**config.mk**
```make
export PLATFORM = sky130hd
export DESIGN_NAME = cmd_i2c_slave
export DESIGN_NICKNAME = d
export VERILOG_FILES = /design/src/rtl/cmdslv_pkg.sv /design/src/rtl/cmdslv_sync.sv /design/src/rtl/cmdslv_busmon.sv /design/src/rtl/cmdslv_fsm.sv /design/src/rtl/cmdslv_cmdout.sv /design/src/rtl/cmd_i2c_slave.sv
export SDC_FILE = /design/constraint.sdc
export NUM_CORES = 1
export LEC_CHECK = 0
export ABC_AREA = 0
export BUFFER_PORTS_ARGS = -buffer_cell sky130_fd_sc_hd__buf_2
export CAP_MARGIN = 20
export CORE_AREA = 2 2 82 84
export DETAILED_ROUTE_END_ITERATION = 16
export DIE_AREA = 0 0 84 86
export PLACE_DENSITY = 0.6
export SKIP_CTS_REPAIR_TIMING = 1
export SYNTH_ARGS = -nofsm -noshare
export SYNTH_HDL_FRONTEND = slang
export SYNTH_SLANG_ARGS = --single-unit
```
**constraint.sdc**
```tcl
create_clock -name clk -period 2.4 [get_ports clk]
set_input_delay 0.12 -clock clk [delete_from_list [all_inputs] [get_ports clk]]
set_output_delay 0.12 -clock clk [all_outputs]
set_load 0.02 [all_outputs]
```
**src/rtl/cmdslv_pkg.sv**
```systemverilog
package cmdslv_pkg;
    localparam int BYTE_W    = 8;
    localparam int CFG_W     = 4;
    localparam int PD_W      = 2;
    localparam int FIELD_W   = CFG_W + PD_W + 1;
    localparam int BIT_CNT_W = $clog2(BYTE_W + 1);

    typedef enum logic [2:0] {
        ST_IDLE,
        ST_ADDR,
        ST_ADDR_ACK,
        ST_WR_DATA,
        ST_WR_ACK,
        ST_RD_DATA,
        ST_RD_ACK,
        ST_IGNORE
    } bus_state_t;

    typedef struct packed {
        logic [CFG_W-1:0] cfg;
        logic [PD_W-1:0]  pd;
        logic             mode;
    } cmd_fields_t;
endpackage

```
**src/rtl/cmdslv_sync.sv**
```systemverilog
module cmdslv_sync #(
    parameter int STAGES = 2,
    parameter int W      = 2
) (
    input  logic         clk,
    input  logic         rst_n,
    input  logic [W-1:0] d,
    output logic [W-1:0] q
);
    generate
        if (STAGES <= 1) begin : g_single
            logic [W-1:0] r;
            always_ff @(posedge clk or negedge rst_n) begin
                if (!rst_n) r <= '1;
                else        r <= d;
            end
            assign q = r;
        end else begin : g_chain
            logic [STAGES-1:0][W-1:0] r;
            always_ff @(posedge clk or negedge rst_n) begin
                if (!rst_n) r <= '1;
                else        r <= {r[STAGES-2:0], d};
            end
            assign q = r[STAGES-1];
        end
    endgenerate
endmodule

```
**src/rtl/cmdslv_busmon.sv**
```systemverilog
module cmdslv_busmon (
    input  logic clk,
    input  logic rst_n,
    input  logic scl_s,
    input  logic sda_s,
    output logic scl_rise,
    output logic scl_fall,
    output logic start_det,
    output logic stop_det
);
    logic scl_q;
    logic sda_q;

    always_ff @(posedge clk or negedge rst_n) begin
        if (!rst_n) begin
            scl_q <= 1'b1;
            sda_q <= 1'b1;
        end else begin
            scl_q <= scl_s;
            sda_q <= sda_s;
        end
    end

    // Bus conditions need SCL high on both samples; data edges under SCL high are Start/Stop.
    assign scl_rise  = scl_s & ~scl_q;
    assign scl_fall  = ~scl_s & scl_q;
    assign start_det = scl_s & scl_q & sda_q & ~sda_s;
    assign stop_det  = scl_s & scl_q & ~sda_q & sda_s;
endmodule

```
**src/rtl/cmdslv_fsm.sv**
```systemverilog
module cmdslv_fsm
    import cmdslv_pkg::*;
#(
    parameter int                    PREFIX_W = 5,
    parameter logic [PREFIX_W-1:0]   PREFIX   = 5'b10010,
    parameter int                    SEL_W    = 2
) (
    input  logic               clk,
    input  logic               rst_n,
    input  logic               scl_rise,
    input  logic               scl_fall,
    input  logic               start_det,
    input  logic               stop_det,
    input  logic               sda_bit,
    input  logic [SEL_W-1:0]   addr_sel,
    input  logic [BYTE_W-1:0]  rd_data,
    output logic               sda_oe,
    output logic               cmd_load,
    output logic [FIELD_W-1:0] cmd_bits
);
    localparam logic [BIT_CNT_W-1:0] CNT_FULL = BIT_CNT_W'(BYTE_W);
    localparam logic [BIT_CNT_W-1:0] CNT_LAST = BIT_CNT_W'(BYTE_W - 1);

    bus_state_t           state;
    bus_state_t           state_n;
    logic [BIT_CNT_W-1:0] cnt;
    logic [BYTE_W-1:0]    shreg;
    logic [BYTE_W-1:0]    txreg;
    logic                 ack_hi;
    logic                 first_done;
    logic                 nack;
    logic                 addr_hit;

    assign addr_hit = (shreg[BYTE_W-1:1] == {PREFIX, addr_sel});
    assign cmd_bits = shreg[BYTE_W-1:1];

    // Next-state selection
    always_comb begin
        state_n = state;
        if (start_det) begin
            state_n = ST_ADDR;
        end else if (stop_det) begin
            state_n = ST_IDLE;
        end else begin
            unique case (state)
                ST_IDLE, ST_IGNORE: state_n = state;
                ST_ADDR:     if (scl_fall && cnt == CNT_FULL) state_n = addr_hit ? ST_ADDR_ACK : ST_IGNORE;
                ST_ADDR_ACK: if (scl_fall && ack_hi) state_n = shreg[0] ? ST_RD_DATA : ST_WR_DATA;
                ST_WR_DATA:  if (scl_fall && cnt == CNT_FULL) state_n = ST_WR_ACK;
                ST_WR_ACK:   if (scl_fall && ack_hi) state_n = ST_WR_DATA;
                ST_RD_DATA:  if (scl_fall && cnt == CNT_LAST) state_n = ST_RD_ACK;
                ST_RD_ACK:   if (scl_fall && ack_hi) state_n = nack ? ST_IGNORE : ST_RD_DATA;
                default:     state_n = ST_IDLE;
            endcase
        end
    end

    // State register
    always_ff @(posedge clk or negedge rst_n) begin
        if (!rst_n) state <= ST_IDLE;
        else        state <= state_n;
    end

    // Shift, count and handshake registers
    always_ff @(posedge clk or negedge rst_n) begin
        if (!rst_n) begin
            cnt        <= '0;
            shreg      <= '0;
            txreg      <= '0;
            ack_hi     <= 1'b0;
            first_done <= 1'b0;
            nack       <= 1'b0;
            cmd_load   <= 1'b0;
        end else begin
            cmd_load <= 1'b0;
            if (start_det || stop_det) begin
                cnt        <= '0;
                ack_hi     <= 1'b0;
                first_done <= 1'b0;
                nack       <= 1'b0;
            end else begin
                unique case (state)
                    ST_ADDR, ST_WR_DATA: begin
                        if (scl_rise && cnt < CNT_FULL) begin
                            shreg <= {shreg[BYTE_W-2:0], sda_bit};
                            cnt   <= cnt + 1'b1;
                        end else if (scl_fall && cnt == CNT_FULL) begin
                            cnt    <= '0;
                            ack_hi <= 1'b0;
                        end
                    end
                    ST_ADDR_ACK: begin
                        if (scl_rise) ack_hi <= 1'b1;
                        if (scl_fall && ack_hi) begin
                            ack_hi <= 1'b0;
                            cnt    <= '0;
                            if (shreg[0]) txreg <= rd_data;
                        end
                    end
                    ST_WR_ACK: begin
                        if (scl_rise) ack_hi <= 1'b1;
                        if (scl_fall && ack_hi) begin
                            ack_hi <= 1'b0;
                            if (!first_done) begin
                                cmd_load   <= 1'b1;
                                first_done <= 1'b1;
                            end
                        end
                    end
                    ST_RD_DATA: begin
                        if (scl_fall) begin
                            txreg <= {txreg[BYTE_W-2:0], 1'b0};
                            cnt   <= (cnt == CNT_LAST) ? '0 : cnt + 1'b1;
                        end
                    end
                    ST_RD_ACK: begin
                        if (scl_rise) begin
                            ack_hi <= 1'b1;
                            nack   <= sda_bit;
                        end
                        if (scl_fall && ack_hi) begin
                            ack_hi <= 1'b0;
                            cnt    <= '0;
                            txreg  <= rd_data;
                        end
                    end
                    default: ;
                endcase
            end
        end
    end

    // Output decode
    always_comb begin
        unique case (state)
            ST_ADDR_ACK, ST_WR_ACK: sda_oe = 1'b1;
            ST_RD_DATA:             sda_oe = ~txreg[BYTE_W-1];
            default:                sda_oe = 1'b0;
        endcase
    end

    assert_ack_needs_match_R3: assert property (@(posedge clk) disable iff (!rst_n)
        (state == ST_ADDR_ACK) |-> (shreg[BYTE_W-1:1] == {PREFIX, addr_sel}));

    assert_stop_releases_R5: assert property (@(posedge clk) disable iff (!rst_n)
        stop_det |=> !sda_oe);
endmodule

```
**src/rtl/cmdslv_cmdout.sv**
```systemverilog
module cmdslv_cmdout
    import cmdslv_pkg::*;
(
    input  logic               clk,
    input  logic               rst_n,
    input  logic               cmd_load,
    input  logic [FIELD_W-1:0] cmd_bits,
    input  logic               op_done,
    output logic [CFG_W-1:0]   cmd_cfg,
    output logic [PD_W-1:0]    cmd_pd,
    output logic               cmd_mode,
    output logic               cmd_valid,
    output logic [PD_W-1:0]    pd_active
);
    cmd_fields_t          fields;
    logic [PD_W-1:0]      pd_pending;

    assign fields = cmd_fields_t'(cmd_bits);

    always_ff @(posedge clk or negedge rst_n) begin
        if (!rst_n) begin
            cmd_cfg    <= '0;
            cmd_pd     <= '0;
            cmd_mode   <= 1'b0;
            cmd_valid  <= 1'b0;
            pd_pending <= '0;
            pd_active  <= '0;
        end else begin
            cmd_valid <= cmd_load;
            if (cmd_load) begin
                cmd_cfg    <= fields.cfg;
                cmd_pd     <= fields.pd;
                cmd_mode   <= fields.mode;
                pd_pending <= fields.pd;
            end
            if (op_done) pd_active <= pd_pending;
        end
    end

    assert_strobe_single_R6: assert property (@(posedge clk) disable iff (!rst_n)
        cmd_valid |=> !cmd_valid);

    assert_pd_waits_done_R11: assert property (@(posedge clk) disable iff (!rst_n)
        !op_done |=> $stable(pd_active));
endmodule

```
**src/rtl/cmd_i2c_slave.sv**
```systemverilog
module cmd_i2c_slave
    import cmdslv_pkg::*;
#(
    parameter int                        ADDR_PREFIX_W = 5,
    parameter logic [ADDR_PREFIX_W-1:0]  ADDR_PREFIX   = 5'b10010,
    parameter int                        ADDR_SEL_W    = 2,
    parameter int                        SYNC_STAGES   = 2
) (
    input  logic                  clk,
    input  logic                  rst_n,
    input  logic                  scl_in,
    input  logic                  sda_in,
    output logic                  sda_oe,
    input  logic [ADDR_SEL_W-1:0] addr_sel,
    input  logic [BYTE_W-1:0]     rd_data,
    input  logic                  op_done,
    output logic [CFG_W-1:0]      cmd_cfg,
    output logic [PD_W-1:0]       cmd_pd,
    output logic                  cmd_mode,
    output logic                  cmd_valid,
    output logic [PD_W-1:0]       pd_active
);
    logic               scl_s;
    logic               sda_s;
    logic               scl_rise;
    logic               scl_fall;
    logic               start_det;
    logic               stop_det;
    logic               cmd_load;
    logic [FIELD_W-1:0] cmd_bits;

    cmdslv_sync #(.STAGES(SYNC_STAGES), .W(2)) u_sync (
        .clk   (clk),
        .rst_n (rst_n),
        .d     ({scl_in, sda_in}),
        .q     ({scl_s, sda_s})
    );

    cmdslv_busmon u_busmon (
        .clk       (clk),
        .rst_n     (rst_n),
        .scl_s     (scl_s),
        .sda_s     (sda_s),
        .scl_rise  (scl_rise),
        .scl_fall  (scl_fall),
        .start_det (start_det),
        .stop_det  (stop_det)
    );

    cmdslv_fsm #(
        .PREFIX_W (ADDR_PREFIX_W),
        .PREFIX   (ADDR_PREFIX),
        .SEL_W    (ADDR_SEL_W)
    ) u_fsm (
        .clk       (clk),
        .rst_n     (rst_n),
        .scl_rise  (scl_rise),
        .scl_fall  (scl_fall),
        .start_det (start_det),
        .stop_det  (stop_det),
        .sda_bit   (sda_s),
        .addr_sel  (addr_sel),
        .rd_data   (rd_data),
        .sda_oe    (sda_oe),
        .cmd_load  (cmd_load),
        .cmd_bits  (cmd_bits)
    );

    cmdslv_cmdout u_cmdout (
        .clk       (clk),
        .rst_n     (rst_n),
        .cmd_load  (cmd_load),
        .cmd_bits  (cmd_bits),
        .op_done   (op_done),
        .cmd_cfg   (cmd_cfg),
        .cmd_pd    (cmd_pd),
        .cmd_mode  (cmd_mode),
        .cmd_valid (cmd_valid),
        .pd_active (pd_active)
    );

    assert_sda_low_phase_R12: assert property (@(posedge clk) disable iff (!rst_n)
        (sda_oe != $past(sda_oe)) |-> !scl_s);
endmodule

```
==> impl_metrics.json <==
{
  "yosysUniqueCellTypes": 53,
  "combPwrFrac": 0.359,
  "synthTopCellsByArea": "dfrtp_1, mux2_2, dfstp_2",
  "yosysTopAreaCellShare": 0.433,
  "dp_hpwl_um": 2560,
  "power_density_nw_per_um2": 1090,
  "die_h_um": 86,
  "use_met3": 0.0308,
  "min_path_type": "in -> async",
  "drt-pass1-iter-count": 4,
  "grt_overflow": 0,
  "r2r-start": "u_fsm.state[0]",
  "viasPerCell": 5.00,
  "routed_wl_um": 3790,
  "syn_area_per_cell_um2": 12.0,
  "clockBufferDepth": 2,
  "top_usage_layer": "met2",
  "r2r-end": "u_fsm.state[0]",
  "row_count": 29,
  "finalNetCount": 223,
  "yosys.area.top_type": "dfrtp_1",
  "fmax_mhz": 506,
  "arrival_ns": 2.17,
  "seq_area_frac_synth": 0.506,
  "violations": "hold timing",
  "antenna_left": 0,
  "worst_slew_pin_slew_ns": 0.943,
  "power.switching_uw": 992,
  "yosys_warnings": 0,
  "r2r_slack_ns": 0.42,
  "grt_max_degree": 44,
  "post_synth_instance_area_um2": 2140,
  "final_max_slew_viol_count": 0,
  "crit_fanout": 20,
  "pwr-share-seq": 0.422,
  "synthArstFlopShare": 1.00,
  "numCtsBuffers": 5,
  "drive_above_1_share": 0.357,
  "stdcell_count": 284,
  "finalHoldViolCount": 37,
  "p_int_mw": 1.69,
  "synth-edff-count": 0,
  "grt_use_met2": 0.166,
  "synth_ff_type": "dfrtp_1",
  "start_util": 0.341,
  "vdd_drop_max_v": 0.000458,
  "insertedDiodeCount": 0,
  "use_met1": 0.157,
  "clkPwrFrac": 0.219,
  "ios": 26,
  "cts_tree": "done",
  "grt_pass1_wl_um": 6560,
  "die_w_um": 84,
  "status": "complete, but fails checks",
  "cts_root_buf": "clkbuf_8",
  "fin_skew_ns": 0.0106,
  "fin_setup_tns_ns": 0,
  "ys_seq_elements": 43,
  "grt_use_total": 0.112,
  "worstSetupEndpointType": "flip-flop",
  "leakagePower_nw": 1.13,
  "r2r_cells": 5,
  "path_class": "reg -> reg",
  "slew_headroom": 0.371,
  "die-area_um2": 7220,
  "grt_pass1_vias": 1364,
  "period_share": 0.824,
  "crit_required_ns": 2.59,
  "design_area_um2": 2450,
  "io_buffers": 25,
  "detail_route.wl_per_cell_um": 13.3,
  "cts.clk_slew.worst_paths_ns": 0.10,
  "vias": 1421,
  "netlist_instances": 179,
  "place.gp.congestion": 0.719,
  "placed_cells": 274,
  "dpl_cell_area_um2": 2320,
  "period_needed_ns": 1.98,
  "clk_latency_ns": 0.30,
  "nFillCells": 625,
  "swShare": 0.370,
  "holdWs_ns": -0.0431,
  "start_kind": "flip-flop",
  "area_growth_pct": 14.7,
  "drt_iter0_drc": 62,
  "cts_sinks": 43,
  "coreArea_um2": 6280,
  "antenna_found_initial": 0,
  "drcViolationCount": 0,
  "setup_viol": 0,
  "synth.net_count": 196,
  "htreeDepth": 2,
  "cap_violations": 0,
  "grt_setup_unrepaired": "false"
}
-- power groups by stage --
| stage | registers (mW) | logic (mW) | clock network [mW] |
|---|---|---|---|
| floorplan | 1.03 | 0.923 | 0 |
| global placement | 1.14 | 0.953 | 0 |
| detailed placement | 1.15 | 0.974 | 0 |
| CTS | 1.13 | 0.976 | 0.610 |
| global route | 1.17 | 1.08 | 0.640 |
| finish | 1.13 | 0.961 | 0.588 |
-- layout by cell type (no fill, tap or decap), types with 2 or more instances in the layout --
| cell | netlist | final |
|---|---|---|
| nand2_1 | 5 | 5 |
| buf_2 | 3 | 25 |
| o21ai_1 | 3 | 3 |
| a21oi_2 | 2 | 2 |
| nor3b_1 | 3 | 3 |
| xor2_1 | 4 | 4 |
| mux2i_1 | 7 | 7 |
| ha_1 | 2 | 2 |
| mux2_4 | 3 | 3 |
| dfrtp_1 | 37 | 37 |
| nand3_1 | 7 | 7 |
| clkbuf_8 | 0 | 5 |
| mux2_2 | 17 | 17 |
| nor2_1 | 16 | 16 |
| nand2b_1 | 6 | 6 |
| a311oi_2 | 2 | 2 |
| nand3b_1 | 2 | 2 |
| o21ai_0 | 5 | 5 |
| dfstp_2 | 6 | 6 |
| inv_1 | 3 | 3 |
| dlygate4sd3_1 | 0 | 2 |
| a21oi_1 | 11 | 11 |
-- stage by stage --
step | setup slack (ns) | utilization | power (mW)
finish | 0.422 | 0.391 | 2.68
detailed placement | 0.416 | 0.370 | 2.12
global placement | 0.441 | 0.370 | 2.10
global route | 0.200 | 0.391 | 2.90
floorplan | 0.625 | - | 1.96
CTS | 0.396 | 0.388 | 2.72
-- flip-flops by register name (all words and copies together), names as in the netlist --
signal,flops
u_fsm.shreg,8
u_fsm.txreg,8
u_cmdout.cmd_cfg,4
u_fsm.cnt,4
u_fsm.state,3
u_cmdout.cmd_pd,2
u_cmdout.pd_active,2
u_sync.g_chain.r,2
u_sync.q,2
u_busmon.scl_q,1
u_busmon.sda_q,1
u_cmdout.cmd_mode,1
u_cmdout.cmd_valid,1
u_fsm.ack_hi,1
u_fsm.cmd_load,1
u_fsm.first_done,1
u_fsm.nack,1
-- worst max path at each step --
| stage | cells after the start | endpoint | from | slack [ns] |
|---|---|---|---|---|
| after floorplan | 5 | u_fsm.state[0] | u_sync.q[1] | 0.62 |
| after global placement | 5 | u_fsm.state[0] | u_fsm.state[0] | 0.44 |
| after detailed placement | 5 | u_fsm.txreg[0] | u_fsm.state[1] | 0.42 |
| after CTS | 5 | u_fsm.txreg[1] | u_fsm.state[1] | 0.40 |
| after global routing | 5 | u_fsm.txreg[0] | u_fsm.state[1] | 0.20 |
| final | 5 | u_fsm.state[0] | u_fsm.state[0] | 0.42 |
-- cells in the mapped netlist, types with 3 or more instances --
master	number
buf_2	3
nor3b_1	3
xor2_1	4
dfstp_2	6
mux2_2	17
nand2b_1	6
nand3_1	7
mux2_4	3
nor2_1	16
o21ai_0	5
dfrtp_1	37
inv_1	3
mux2i_1	7
o21ai_1	3
a21oi_1	11
nand2_1	5
-- layout make-up --
class	instances	area (um2)	share of cell area
inverter	3	11.3	0.00459
sequential	43	1080	0.441
timing repair buffer	28	153	0.0622
multi-input combinational	125	996	0.406
clock buffer	5	68.8	0.0280
tap	77	96.3	0.0392
clock inverter	3	46.3	0.0189
-- critical path: stages (launching register included) --
cell	delay (ns)
dfrtp_1	0.70
nand2b_1	0.27
nand3_1	0.12
nor4_2	0.37
o22ai_1	0.14
mux2_4	0.27
-- layer usage --
metal / routed length [um] / vias to the layer above
met5: 0 / -
met4: 57 / 0
met3: 164 / 7
met2: 1670 / 29
met1: 1900 / 689
li1: - / 696
-- cell families after synthesis --
family | after synthesis | share of synthesized area
adder cells (fa/ha/maj) | 2 | 0.0117
AND/OR/NAND/NOR | 53 | 0.147
buffers and inverters | 11 | 0.0281
AO/OA/AOI/OAI | 39 | 0.147
XOR/XNOR | 4 | 0.0164
multiplexers | 27 | 0.143
flip-flops | 43 | 0.506
Note: power is estimated with default switching activity, not from simulation.
